[src/rtl/wdog_pkg.sv]
`timescale 1ns/1ps
package wdog_pkg;
    localparam int BUS_W   = 32;
    localparam int NBYTES  = BUS_W / 8;
    localparam int WORD_AW = 3;

    localparam logic [WORD_AW-1:0] W_RELOAD  = 3'd0;
    localparam logic [WORD_AW-1:0] W_STATUS  = 3'd1;
    localparam logic [WORD_AW-1:0] W_CTRL    = 3'd2;
    localparam logic [WORD_AW-1:0] W_MSG     = 3'd3;
    localparam logic [WORD_AW-1:0] W_TIMEOUT = 3'd4;

    localparam int S1_SWSMI   = 1;
    localparam int S1_MBOXINT = 2;
    localparam int S1_EXPIRED = 3;
    localparam int S2_SECOND  = 1;
    localparam int S2_BOOT    = 2;
    localparam int CTRL1_HALT = 11;

    localparam logic [15:0] S1_IMPL   = 16'h000E;
    localparam logic [15:0] S2_IMPL   = 16'h0006;
    localparam logic [15:0] CTRL2_RST = 16'h0008;
    localparam logic [7:0]  SWIRQ_RST = 8'h03;

    typedef struct packed {
        logic        reload;
        logic        din_wr;
        logic        dout_wr;
        logic [1:0]  ctrl1_be;
        logic [1:0]  ctrl2_be;
        logic [2:0]  msg_be;
        logic        swirq_wr;
        logic [1:0]  tmr_be;
        logic [15:0] s1_w1c;
        logic [15:0] s2_w1c;
    } wr_strobe_t;

    typedef struct packed {
        logic [15:0] count;
        logic [7:0]  din;
        logic [7:0]  dout;
        logic [15:0] sts1;
        logic [15:0] sts2;
        logic [15:0] ctrl1;
        logic [15:0] ctrl2;
        logic [7:0]  msg1;
        logic [7:0]  msg2;
        logic [7:0]  wdcnt;
        logic [7:0]  swirq;
        logic [15:0] tmr;
    } reg_view_t;

    function automatic logic [15:0] merge16(input logic [15:0] old_v,
                                            input logic [15:0] new_v,
                                            input logic [1:0]  be);
        logic [15:0] r;
        r[7:0]  = be[0] ? new_v[7:0]  : old_v[7:0];
        r[15:8] = be[1] ? new_v[15:8] : old_v[15:8];
        return r;
    endfunction
endpackage

[src/rtl/wdog_bus_if.sv]
`timescale 1ns/1ps
module wdog_bus_if
    import wdog_pkg::*;
(
    input  logic [WORD_AW-1:0] bus_word,
    input  logic               bus_we,
    input  logic [NBYTES-1:0]  bus_be,
    input  logic [BUS_W-1:0]   bus_wdata,
    input  reg_view_t          view,
    output wr_strobe_t         stb,
    output logic [BUS_W-1:0]   bus_rdata
);
    logic [NBYTES-1:0] be_eff;
    logic [BUS_W-1:0]  lane_mask;
    logic [BUS_W-1:0]  wd_m;

    assign be_eff = bus_we ? bus_be : '0;

    for (genvar g = 0; g < NBYTES; g++) begin : g_lane
        assign lane_mask[8*g +: 8] = {8{be_eff[g]}};
    end
    assign wd_m = bus_wdata & lane_mask;

    always_comb begin
        stb = '0;
        unique case (bus_word)
            W_RELOAD: begin
                stb.reload  = |be_eff[1:0];
                stb.din_wr  = be_eff[2];
                stb.dout_wr = be_eff[3];
            end
            W_STATUS: begin
                stb.s1_w1c = wd_m[15:0];
                stb.s2_w1c = wd_m[31:16];
            end
            W_CTRL: begin
                stb.ctrl1_be = be_eff[1:0];
                stb.ctrl2_be = be_eff[3:2];
            end
            W_MSG:     stb.msg_be = be_eff[2:0];
            W_TIMEOUT: begin
                stb.swirq_wr = be_eff[0];
                stb.tmr_be   = be_eff[3:2];
            end
            default: ;
        endcase
    end

    always_comb begin
        unique case (bus_word)
            W_RELOAD:  bus_rdata = {view.dout, view.din, view.count};
            W_STATUS:  bus_rdata = {view.sts2, view.sts1};
            W_CTRL:    bus_rdata = {view.ctrl2, view.ctrl1};
            W_MSG:     bus_rdata = {8'h00, view.wdcnt, view.msg2, view.msg1};
            W_TIMEOUT: bus_rdata = {view.tmr, 8'h00, view.swirq};
            default:   bus_rdata = '0;
        endcase
    end
endmodule

[src/rtl/wdog_countdown.sv]
`timescale 1ns/1ps
module wdog_countdown #(
    parameter int CNT_W = 10
) (
    input  logic             clk,
    input  logic             rst_n,
    input  logic             load,
    input  logic [CNT_W-1:0] load_val,
    input  logic             tick,
    input  logic             halt,
    output logic [CNT_W-1:0] count,
    output logic             expire
);
    typedef struct packed {
        logic [CNT_W-1:0] count;
    } cnt_state_t;

    cnt_state_t st_d, st_q;

    always_comb begin
        st_d   = st_q;
        expire = 1'b0;
        if (load) begin
            st_d.count = load_val;
        end else if (tick && !halt && (st_q.count != '0)) begin
            if (st_q.count == CNT_W'(1)) begin
                expire     = 1'b1;
                st_d.count = load_val;
            end else begin
                st_d.count = st_q.count - CNT_W'(1);
            end
        end
    end

    always_ff @(posedge clk) begin
        if (!rst_n) st_q <= '0;
        else        st_q <= st_d;
    end

    assign count = st_q.count;
endmodule

[src/rtl/wdog_status.sv]
`timescale 1ns/1ps
module wdog_status
    import wdog_pkg::*;
(
    input  logic        clk,
    input  logic        rst_n,
    input  logic        expire,
    input  logic        din_wr,
    input  logic        dout_wr,
    input  logic [15:0] s1_w1c,
    input  logic [15:0] s2_w1c,
    input  logic        no_reboot,
    output logic [15:0] sts1,
    output logic [15:0] sts2,
    output logic        expire_pulse,
    output logic        second_req,
    output logic        mbox_pulse
);
    typedef struct packed {
        logic [15:0] sts1;
        logic [15:0] sts2;
        logic        p_exp;
        logic        p_sec;
        logic        p_mbox;
    } sts_state_t;

    sts_state_t st_d, st_q;
    logic       second;
    logic       action;
    logic [15:0] s1_n;
    logic [15:0] s2_n;

    always_comb begin
        st_d   = st_q;
        second = expire && st_q.sts1[S1_EXPIRED];
        action = second && !no_reboot;

        s1_n = st_q.sts1 & ~s1_w1c;
        if (expire)  s1_n[S1_EXPIRED] = 1'b1;
        if (din_wr)  s1_n[S1_SWSMI]   = 1'b1;
        if (dout_wr) s1_n[S1_MBOXINT] = 1'b1;

        s2_n = st_q.sts2 & ~s2_w1c;
        if (second) s2_n[S2_SECOND] = 1'b1;
        if (action) s2_n[S2_BOOT]   = 1'b1;

        st_d.sts1   = s1_n & S1_IMPL;
        st_d.sts2   = s2_n & S2_IMPL;
        st_d.p_exp  = expire;
        st_d.p_sec  = action;
        st_d.p_mbox = din_wr || dout_wr;
    end

    always_ff @(posedge clk) begin
        if (!rst_n) st_q <= '0;
        else        st_q <= st_d;
    end

    assign sts1         = st_q.sts1;
    assign sts2         = st_q.sts2;
    assign expire_pulse = st_q.p_exp;
    assign second_req   = st_q.p_sec;
    assign mbox_pulse   = st_q.p_mbox;
endmodule

[src/rtl/wdog_dual_stage.sv]
`timescale 1ns/1ps
module wdog_dual_stage
    import wdog_pkg::*;
#(
    parameter int          TMR_W   = 10,
    parameter logic [15:0] TMR_RST = 16'h0004
) (
    input  logic               clk,
    input  logic               rst_n,
    input  logic               tick_en,
    input  logic               no_reboot,
    input  logic [WORD_AW-1:0] bus_word,
    input  logic               bus_we,
    input  logic [NBYTES-1:0]  bus_be,
    input  logic [BUS_W-1:0]   bus_wdata,
    output logic [BUS_W-1:0]   bus_rdata,
    output logic               expire_pulse,
    output logic               second_req,
    output logic               mbox_pulse
);
    typedef struct packed {
        logic [7:0]       din;
        logic [7:0]       dout;
        logic [15:0]      ctrl1;
        logic [15:0]      ctrl2;
        logic [7:0]       msg1;
        logic [7:0]       msg2;
        logic [7:0]       wdcnt;
        logic [7:0]       swirq;
        logic [TMR_W-1:0] tmr;
    } regs_t;

    regs_t       r_d, r_q;
    wr_strobe_t  stb;
    reg_view_t   view;
    logic [15:0] tmr_wide;

    logic             load_w;
    logic             halt_w;
    logic             expire_w;
    logic [TMR_W-1:0] count_w;
    logic [TMR_W-1:0] tmr_w;
    logic [15:0]      sts1_w;
    logic [15:0]      sts2_w;

    wdog_bus_if u_bus (
        .bus_word  (bus_word),
        .bus_we    (bus_we),
        .bus_be    (bus_be),
        .bus_wdata (bus_wdata),
        .view      (view),
        .stb       (stb),
        .bus_rdata (bus_rdata)
    );

    always_comb begin
        r_d = r_q;
        if (stb.din_wr)    r_d.din   = bus_wdata[23:16];
        if (stb.dout_wr)   r_d.dout  = bus_wdata[31:24];
        r_d.ctrl1 = merge16(r_q.ctrl1, bus_wdata[15:0], stb.ctrl1_be);
        r_d.ctrl2 = merge16(r_q.ctrl2, bus_wdata[31:16], stb.ctrl2_be);
        if (stb.msg_be[0]) r_d.msg1  = bus_wdata[7:0];
        if (stb.msg_be[1]) r_d.msg2  = bus_wdata[15:8];
        if (stb.msg_be[2]) r_d.wdcnt = bus_wdata[23:16];
        if (stb.swirq_wr)  r_d.swirq = bus_wdata[7:0];
        tmr_wide  = merge16(16'(r_q.tmr), bus_wdata[31:16], stb.tmr_be);
        r_d.tmr   = TMR_W'(tmr_wide);
    end

    always_ff @(posedge clk) begin
        if (!rst_n) begin
            r_q       <= '0;
            r_q.ctrl2 <= CTRL2_RST;
            r_q.swirq <= SWIRQ_RST;
            r_q.tmr   <= TMR_W'(TMR_RST);
        end else begin
            r_q <= r_d;
        end
    end

    assign load_w = stb.reload;
    assign halt_w = r_q.ctrl1[CTRL1_HALT];
    assign tmr_w  = r_q.tmr;

    wdog_countdown #(.CNT_W(TMR_W)) u_cnt (
        .clk      (clk),
        .rst_n    (rst_n),
        .load     (load_w),
        .load_val (r_q.tmr),
        .tick     (tick_en),
        .halt     (halt_w),
        .count    (count_w),
        .expire   (expire_w)
    );

    wdog_status u_sts (
        .clk          (clk),
        .rst_n        (rst_n),
        .expire       (expire_w),
        .din_wr       (stb.din_wr),
        .dout_wr      (stb.dout_wr),
        .s1_w1c       (stb.s1_w1c),
        .s2_w1c       (stb.s2_w1c),
        .no_reboot    (no_reboot),
        .sts1         (sts1_w),
        .sts2         (sts2_w),
        .expire_pulse (expire_pulse),
        .second_req   (second_req),
        .mbox_pulse   (mbox_pulse)
    );

    always_comb begin
        view       = '0;
        view.count = 16'(count_w);
        view.din   = r_q.din;
        view.dout  = r_q.dout;
        view.sts1  = sts1_w;
        view.sts2  = sts2_w;
        view.ctrl1 = r_q.ctrl1;
        view.ctrl2 = r_q.ctrl2;
        view.msg1  = r_q.msg1;
        view.msg2  = r_q.msg2;
        view.wdcnt = r_q.wdcnt;
        view.swirq = r_q.swirq;
        view.tmr   = 16'(r_q.tmr);
    end
endmodule

[config.mk]
export PLATFORM = sky130hd
export DESIGN_NAME = wdog_dual_stage
export DESIGN_NICKNAME = d
export VERILOG_FILES = /design/src/rtl/wdog_pkg.sv /design/src/rtl/wdog_bus_if.sv /design/src/rtl/wdog_countdown.sv /design/src/rtl/wdog_status.sv /design/src/rtl/wdog_dual_stage.sv
export SDC_FILE = /design/constraint.sdc
export NUM_CORES = 1
export LEC_CHECK = 0
export BUFFER_PORTS_ARGS = -buffer_cell sky130_fd_sc_hd__buf_2
export CAP_MARGIN = 0
export CORE_UTILIZATION = 35
export DETAILED_ROUTE_END_ITERATION = 12
export PLACE_DENSITY = 0.58
export SLEW_MARGIN = 0
export SYNTH_ARGS = -nofsm -noshare
export SYNTH_HDL_FRONTEND = slang
export SYNTH_SLANG_ARGS = --single-unit
[constraint.sdc]
create_clock -name clk -period 2.6 [get_ports clk]
set_input_delay 0.13 -clock clk [delete_from_list [all_inputs] [get_ports clk]]
set_output_delay 0.13 -clock clk [all_outputs]
set_load 0.01 [all_outputs]
==> impl_metrics.csv, run 1 <==
group,metric,value,unit
clock_network,path_clk_slew,0.07,ns
power,p_per_area,738.4,nW/um2
sta,worst_pin_slew,0.7823,ns
power,p_leak,2.306,nW
finish,syn2layout_area_growth,16.48,%
global_route,grt_pass1_vias,4397,
detailed_routing,drt-initial-drc-count,252,
sta,fin_crit,2.189,ns
global_route,grt_start_max_net_pins,77,
detailed_routing,drc,0,
synthesis,seq_area_frac_synth,42.50,%
floorplanning,core,14040,um2
synthesis,yosys_warnings,0,
global_route,use_met2,32.16,%
detailed_routing,vias_per_cell,5.381,
sta,finalCritPeriodShare,84.21,%
sta,slew_violations,0,
critical_path,path_class,"reg2reg",
sta,timing.setup.tns,0,ns
floorplanning,fp.dieH,122.6,um
detailed_routing,first_pass_iters,5,
sta,finalWorstSetupSlack,0.4106,ns
finish,fillers,1428,
detailed_routing,routedWlPerCell,16.58,um
floorplanning,dieArea,15020,um2
floorplanning,ios,79,
critical_path,end_kind,"flop",
sta,max_clock_freq,0.4567,GHz
synthesis,synth_cells,629,
floorplanning,die_w,122.6,um
synthesis,synth_cell_types,49,
sta,rsz0062_at_grt,"false",
synthesis,synth_top_area_share,42.50,%
clock_network,cts.sinks,108,
critical_path,setup.worst_path.start_class,"flop",
critical_path,crit_arrival,2.42,ns
place,place_hpwl,10.19,mm
clock_network,cts.hold.buffers_added,0,
global_route,met1_usage,26.54,%
clock_network,cts.path.max_buffers,2,
global_route,overflow,0,
synthesis,ys_top_cells_by_area,"dfxtp_1 42%, nand2_1 15%, a21boi_0 12%, a22oi_1 3.5%, mux2i_1 3.0%",
synthesis,ys_ff_latch,108,
synthesis,synthesis.area,5087,um2
global_route,grt_use_total,19.68,%
detailed_routing,num_vias,4676,
global_route,busiest_layer,"met2",
clock_network,ctsResizeCount,0,
finish,antenna_cells,0,
synthesis,syn_avg_cell_area,8.088,um2
run_status,run_status,"finished, final reports clean",
power,power,4.376,mW
sta,relSlewSlack,47.68,%
global_route,grt_first_pass_wirelength,23.05,mm
place,post-place-ws,0.4740,ns
synthesis,synth_edf_count,0,
synthesis,mappedNetlistNets,675,
synthesis,synth-main-ff-cell,"dfxtp_1",
synthesis,synth_largest_area_cell,"dfxtp_1",
power,peakVddDrop,323.0,uV
sta,clock_skew,0.003698,ns
synthesis,async_reset_ff_share,0,%
place,place.gp.congestion,0.8251,
clock_network,cts_tree,"yes",
global_route,met3_usage,3.160,%
finish,layout-drive-gt1-share,15.97,%
finish,utilization,42.20,%
critical_path,critical_path.max_fanout,7,
detailed_routing,drtAntennaViolNets,0,
finish,design_area,5926,um2
flow_run,maxCapViolCount,0,
sta,hold_viol,0,
clock_network,clkLatencyLatePin,0.34,ns
floorplanning,placementRows,43,
place,place_inst,853,
critical_path,required,2.83,ns
place,dpl_cell_area,5622,um2
global_route,antenna_found_initial,0,
finish,fin_nets,730,
finish,multi_input_area,2729,um2
clock_network,clockRootBuffer,"clkbuf_16",
detailed_routing,wl,14.41,mm
finish,seqCellArea,2162,um2
finish,stdcell_count,869,
clock_network,cts_setup_buffers,0,
place,io_buffers,78,
floorplanning,initial_core_util,36.23,%
clock_network,htreeDepth,3,
sta,hold_ws,0.04393,ns
clock_network,numCtsBuffers,9,
worst_hold_path,min_path_type,"in2reg",
sta,finalSetupViolations,0,
[final timing paths]
check                                     from              to  slack (ns)  cells past startpoint
worst max-delay path            u_cnt.count[0]  u_cnt.count[6]        0.41                      6
worst min-delay path             bus_wdata[26]         r_q[52]        0.04                      3
worst max register to register  u_cnt.count[0]  u_cnt.count[6]        0.41                      6
worst min register to register         r_q[22]         r_q[22]        0.46                      2
[where the power goes]
group	leakage, nW	internal [mW]	switching, mW
Clock	0.150	0.803	0.605
Combinational	1.28	0.475	0.627
Sequential	0.874	1.74	0.123
Total	2.31	3.02	1.35
[registers in the layout, indices dropped and copies added, names as in the netlist]
name and count:
r_q 79, u_sts.sts1 3, halt_w 1, tmr_w 10
u_sts.sts2 2, u_sts.expire_pulse 1, u_sts.second_req 1, u_cnt.count 10
u_sts.mbox_pulse 1
[logic make-up after synthesis]
family	synth area share, %
buffers and inverters	3.984
AO/OA/AOI/OAI	25.60
adder cells (fa/ha/maj)	0.4918
multiplexers	3.394
flip-flops	42.50
AND/OR/NAND/NOR	24.03
[cells in the mapped netlist, drive strengths merged (2+ instances only)]
library cell,n
and3,13
buf,12
and2,2
nand2b,3
nor2,13
a21oi,10
a221o,4
and4,2
o22ai,3
inv,6
o2111ai,2
mux2i,15
ha,2
o31ai,4
or3,4
nor2b,10
nand2,205
o211a,3
dfxtp,108
nand3,17
a22o,12
nor3,5
o21a,3
nor4,2
a21boi,86
a22oi,24
a31oi,3
a211o,4
o21ai,11
o211ai,2
clkbuf,31
[routing by layer]
metal	up-vias	routed length (um)
li1	2291	-
met1	2237	6695
met2	140	6811
met3	8	764
met4	0	139
met5	-	0
[cells in the final DEF, fill, tap and decap left out, types with 4 or more instances in the layout]
cell	count
nand2_1	205
dfxtp_1	108
a21boi_0	79
buf_2	78
a22oi_1	24
nand3_1	17
mux2i_1	15
nor2_1	13
and3_1	13
a22o_1	12
nor2b_1	10
o21ai_0	10
a21oi_1	10
clkbuf_16	9
a21boi_1	7
buf_4	7
inv_1	6
a221o_1	4
o31ai_1	4
a211o_1	4
[worst max-delay path, stage by stage, from the launching register on]
cell and delay [ns]:
dfxtp_1 0.36, inv_1 0.12, ha_1 0.30, or3b_1 0.48
or4_1 0.51, o2111ai_1 0.21, o21ai_1 0.09
[final cells by class]
class / instances / area share, %
clock buffers: 13 / 4.392
flip-flops and latches: 108 / 36.49
inverters: 6 / 0.3801
multi-input cells: 472 / 46.05
clock inverters: 3 / 0.7390
repair buffers: 87 / 8.150
well taps: 180 / 3.801
(Power assumes the default switching activity.)
==> inputs of run 2 (changes only) <==
--- a/config.mk
+++ b/config.mk
@@ -5,6 +5,7 @@
 export SDC_FILE = /design/constraint.sdc
 export NUM_CORES = 1
 export LEC_CHECK = 0
+export ABC_AREA = 1
 export BUFFER_PORTS_ARGS = -buffer_cell sky130_fd_sc_hd__buf_2
 export CAP_MARGIN = 0
 export CORE_UTILIZATION = 35
==> constraint.sdc (replaced) <==
create_clock -name clk -period 2.05 [get_ports clk]
set_input_delay 0.1025 -clock clk [delete_from_list [all_inputs] [get_ports clk]]
set_output_delay 0.1025 -clock clk [all_outputs]
set_load 0.01 [all_outputs]
==> run 2 against run 1 <==
Effect of this change:
- the flow now finishes with violations (negative hold slack)
- critical path depth grew 5
- first-iteration DRC count is 33% higher
- total power increased by 16%
- sequential cell count unchanged
- clock power is 27% higher
- sequential power is 22% higher
- design area fell by 2.3%
- clock skew increased by 0.0044 ns
- critical path type unchanged
- largest power group unchanged
==> impl_metrics.csv, run 2 <==
group,metric,value,unit
synthesis,synth_cell_types,29,
clock_network,numCtsBuffers,9,
global_route,grt_start_max_net_pins,50,
clock_network,cts.path.max_buffers,2,
synthesis,synth-main-ff-cell,"dfxtp_1",
synthesis,seq_area_frac_synth,45.24,%
worst_hold_path,holdPathEnd,"r_q[56]",
synthesis,async_reset_ff_share,0,%
finish,final_common_cell,"nor2_1",
worst_hold_path,worstHoldStart,"bus_wdata[30]",
floorplanning,die_w,118.9,um
floorplanning,core,13300,um2
power,p_per_area,880.3,nW/um2
global_route,grt_use_total,20.32,%
sta,slew_violations,0,
sta,worst_pin_slew,0.6086,ns
detailed_routing,vias_per_cell,5.104,
sta,fin_crit,1.754,ns
detailed_routing,num_vias,4777,
floorplanning,dieArea,14130,um2
synthesis,synth_top_area_share,45.24,%
detailed_routing,wl,13.99,mm
critical_path,crit_buf_inv,1,
global_route,antenna_found_initial,0,
detailed_routing,first_pass_iters,7,
finish,largest_reg_flops,79,
flow_run,maxCapViolCount,0,
synthesis,synth_edf_count,0,
critical_path,required,2.27,ns
place,io_buffers,78,
detailed_routing,routedWlPerCell,14.94,um
floorplanning,initial_core_util,35.95,%
synthesis,synth.most_common_cell,"nor2_1",
synthesis,ys_ff_latch,108,
synthesis,synthesis.area,4780,um2
finish,layout-drive-gt1-share,17.37,%
synthesis,synth_largest_area_cell,"dfxtp_1",
sta,finalSetupViolations,0,
finish,multi_input_area,2232,um2
critical_path,startpoint,"u_cnt.count[0]",
finish,syn2layout_area_growth,21.10,%
finish,mostFrequentLayoutCells,"137 x nor2_1, 114 x o21ai_0, 108 x dfxtp_1, 89 x nand2_1, 78 x buf_2",
synthesis,synth_cells,668,
synthesis,ys_top_cells_by_area,"dfxtp_1 45%, o21ai_0 12%, nor2_1 11%, nand2_1 7.0%, a21oi_1 5.3%",
critical_path,path_delay_family,"simple AND/OR/NAND/NOR gates",
run_status,run_status,"finished, violations left",
finish,antenna_cells,0,
synthesis,mappedNetlistNets,714,
critical_path,path_class,"reg2reg",
place,place.gp.congestion,0.8845,
sta,rsz0062_at_grt,"false",
sta,relSlewSlack,59.38,%
synthesis,synthTopCellsByCount,"137 x nor2_1, 114 x o21ai_0, 108 x dfxtp_1, 89 x nand2_1, 61 x inv_1",
floorplanning,placementRows,42,
clock_network,clkLatencyLatePin,0.36,ns
global_route,grt_first_pass_wirelength,22.65,mm
global_route,overflow,0,
detailed_routing,drc,0,
worst_hold_path,holdPathStages,3,
finish,seqCellArea,2162,um2
clock_network,path_clk_slew,0.07,ns
critical_path,reg2reg_from,"u_cnt.count[0]",
place,post-place-ws,0.3126,ns
sta,finalWorstSetupSlack,0.2956,ns
worst_hold_path,min_path_type,"in2reg",
critical_path,setup.worst_path.start_class,"flop",
detailed_routing,drt-initial-drc-count,335,
sta,max_clock_freq,0.5700,GHz
clock_network,cts_tree,"yes",
sta,clock_skew,0.008121,ns
detailed_routing,drtAntennaViolNets,0,
floorplanning,ios,79,
finish,fin_nets,801,
critical_path,crit_arrival,1.98,ns
critical_path,r2r_slack,0.30,ns
sta,finalCritPeriodShare,85.58,%
clock_network,clockRootBuffer,"clkbuf_16",
critical_path,cpPeakStageDelay,0.34,ns
sta,timing.setup.tns,0,ns
critical_path,end_kind,"flop",
synthesis,yosys_warnings,0,
place,place_hpwl,9.912,mm
sta,hold_ws,-0.001161,ns
critical_path,cp.depth,11,
critical_path,slowest_stage,"dfxtp_1",
clock_network,cts.sinks,108,
floorplanning,fp.dieH,118.9,um
finish,utilization,43.53,%
critical_path,r2r_end,"u_cnt.count[8]",
clock_network,htreeDepth,3,
finish,regMostFlops,"r_q",
finish,fillers,1338,
run_status,violations,"negative hold slack",
global_route,grt_pass1_vias,4462,
power,p_leak,2.534,nW
critical_path,cp_cell_sequence,"inv_1 -> ha_1 -> nand2_1 -> nor2_1 -> nand3_1 -> nand2_1 -> nand2_2 -> nand2_1 -> nor2_1 -> nor2_1 -> nor2_1",
power,peakVddDrop,437.8,uV
sta,hold_viol,1,
critical_path,crit_top_cell,"nor2_1",
synthesis,syn_avg_cell_area,7.155,um2
critical_path,critical_path.max_fanout,19,
critical_path,r2r_cells,11,
[run 2: changes by cell type after synthesis, moves of 11 or more]
cell | before | now
and3_1 | 13 | 0
a21oi_1 | 10 | 51
o21ai_0 | 10 | 114
nand2_1 | 205 | 89
a221oi_1 | 0 | 11
a22oi_1 | 24 | 0
a21boi_0 | 79 | 0
mux2i_1 | 15 | 0
inv_1 | 6 | 61
nor2_1 | 13 | 137
clkbuf_1 | 29 | 15
[run 2: through the flow]
stage / instance area, um2 / power, mW / hold slack [ns] / cells
4_1_cts: 5788 / 5.116 / 0.00008665 / 936
6_report: 5788 / 5.095 / -0.001161 / 936
2_1_floorplan: 4780 / 3.028 / 0.2288 / 668
3_3_place_gp: 5374 / 3.314 / 0.3409 / 909
5_1_grt: 5788 / 5.357 / 0.004913 / 936
3_5_place_dp: 5374 / 3.324 / 0.3466 / 909
[run 2: worst register-to-register path, stage by stage (launching register included)]
cell     delay (ns)
dfxtp_1        0.34
inv_1          0.14
ha_1           0.22
nand2_1        0.06
nor2_1         0.12
nand3_1        0.10
nand2_1        0.12
nand2_2        0.21
nand2_1        0.12
nor2_1         0.04
nor2_1         0.09
nor2_1         0.05
[run 2: worst max path at each step]
stage                     endpoint
floorplan           u_cnt.count[5]
global placement    u_cnt.count[6]
detailed placement  u_cnt.count[8]
CTS                 u_cnt.count[8]
global route        u_cnt.count[8]
finish              u_cnt.count[8]
[run 2: cells by family after synthesis]
logic type,share of synthesized area (%)
adders and majority gates,0.5235
AOI/OAI and AO/OA,22.28
and+or+nand+nor,23.35
DFF,45.24
xor gates and xnor gates,0.5498
buffers and inverters,8.063
[run 2: where the power goes]
group / internal, mW / leakage (nW) / switching, mW
Sequential: 2.21 / 0.876 / 0.0851
Combinational: 0.347 / 1.51 / 0.664
Clock: 1.01 / 0.149 / 0.781
Total: 3.57 / 2.53 / 1.53
[run 2: layout make-up]
cell class              count  share of cell area (%)
inverters                  71                   4.604
clock inverters             4                  0.8214
well taps                 176                   3.805
clock buffers              12                   4.431
repair buffers            101                   10.42
multi-input cells         464                   38.56
flip-flops and latches    108                   37.35
[run 2: repair_timing]
action	in CTS	in global routing
resized for setup	0	0
hold buffers	11	0
buffers inserted	0	0
hold endpoints to repair	17	0
[run 2: metal layers]
layer  track usage [%]  wire [um]  up-vias
met2             31.51       6320      120
met3             2.634        664       16
li1                  -          -     2368
met5                 0          0        -
met4             8.623        257        0
met1             28.31       6745     2273
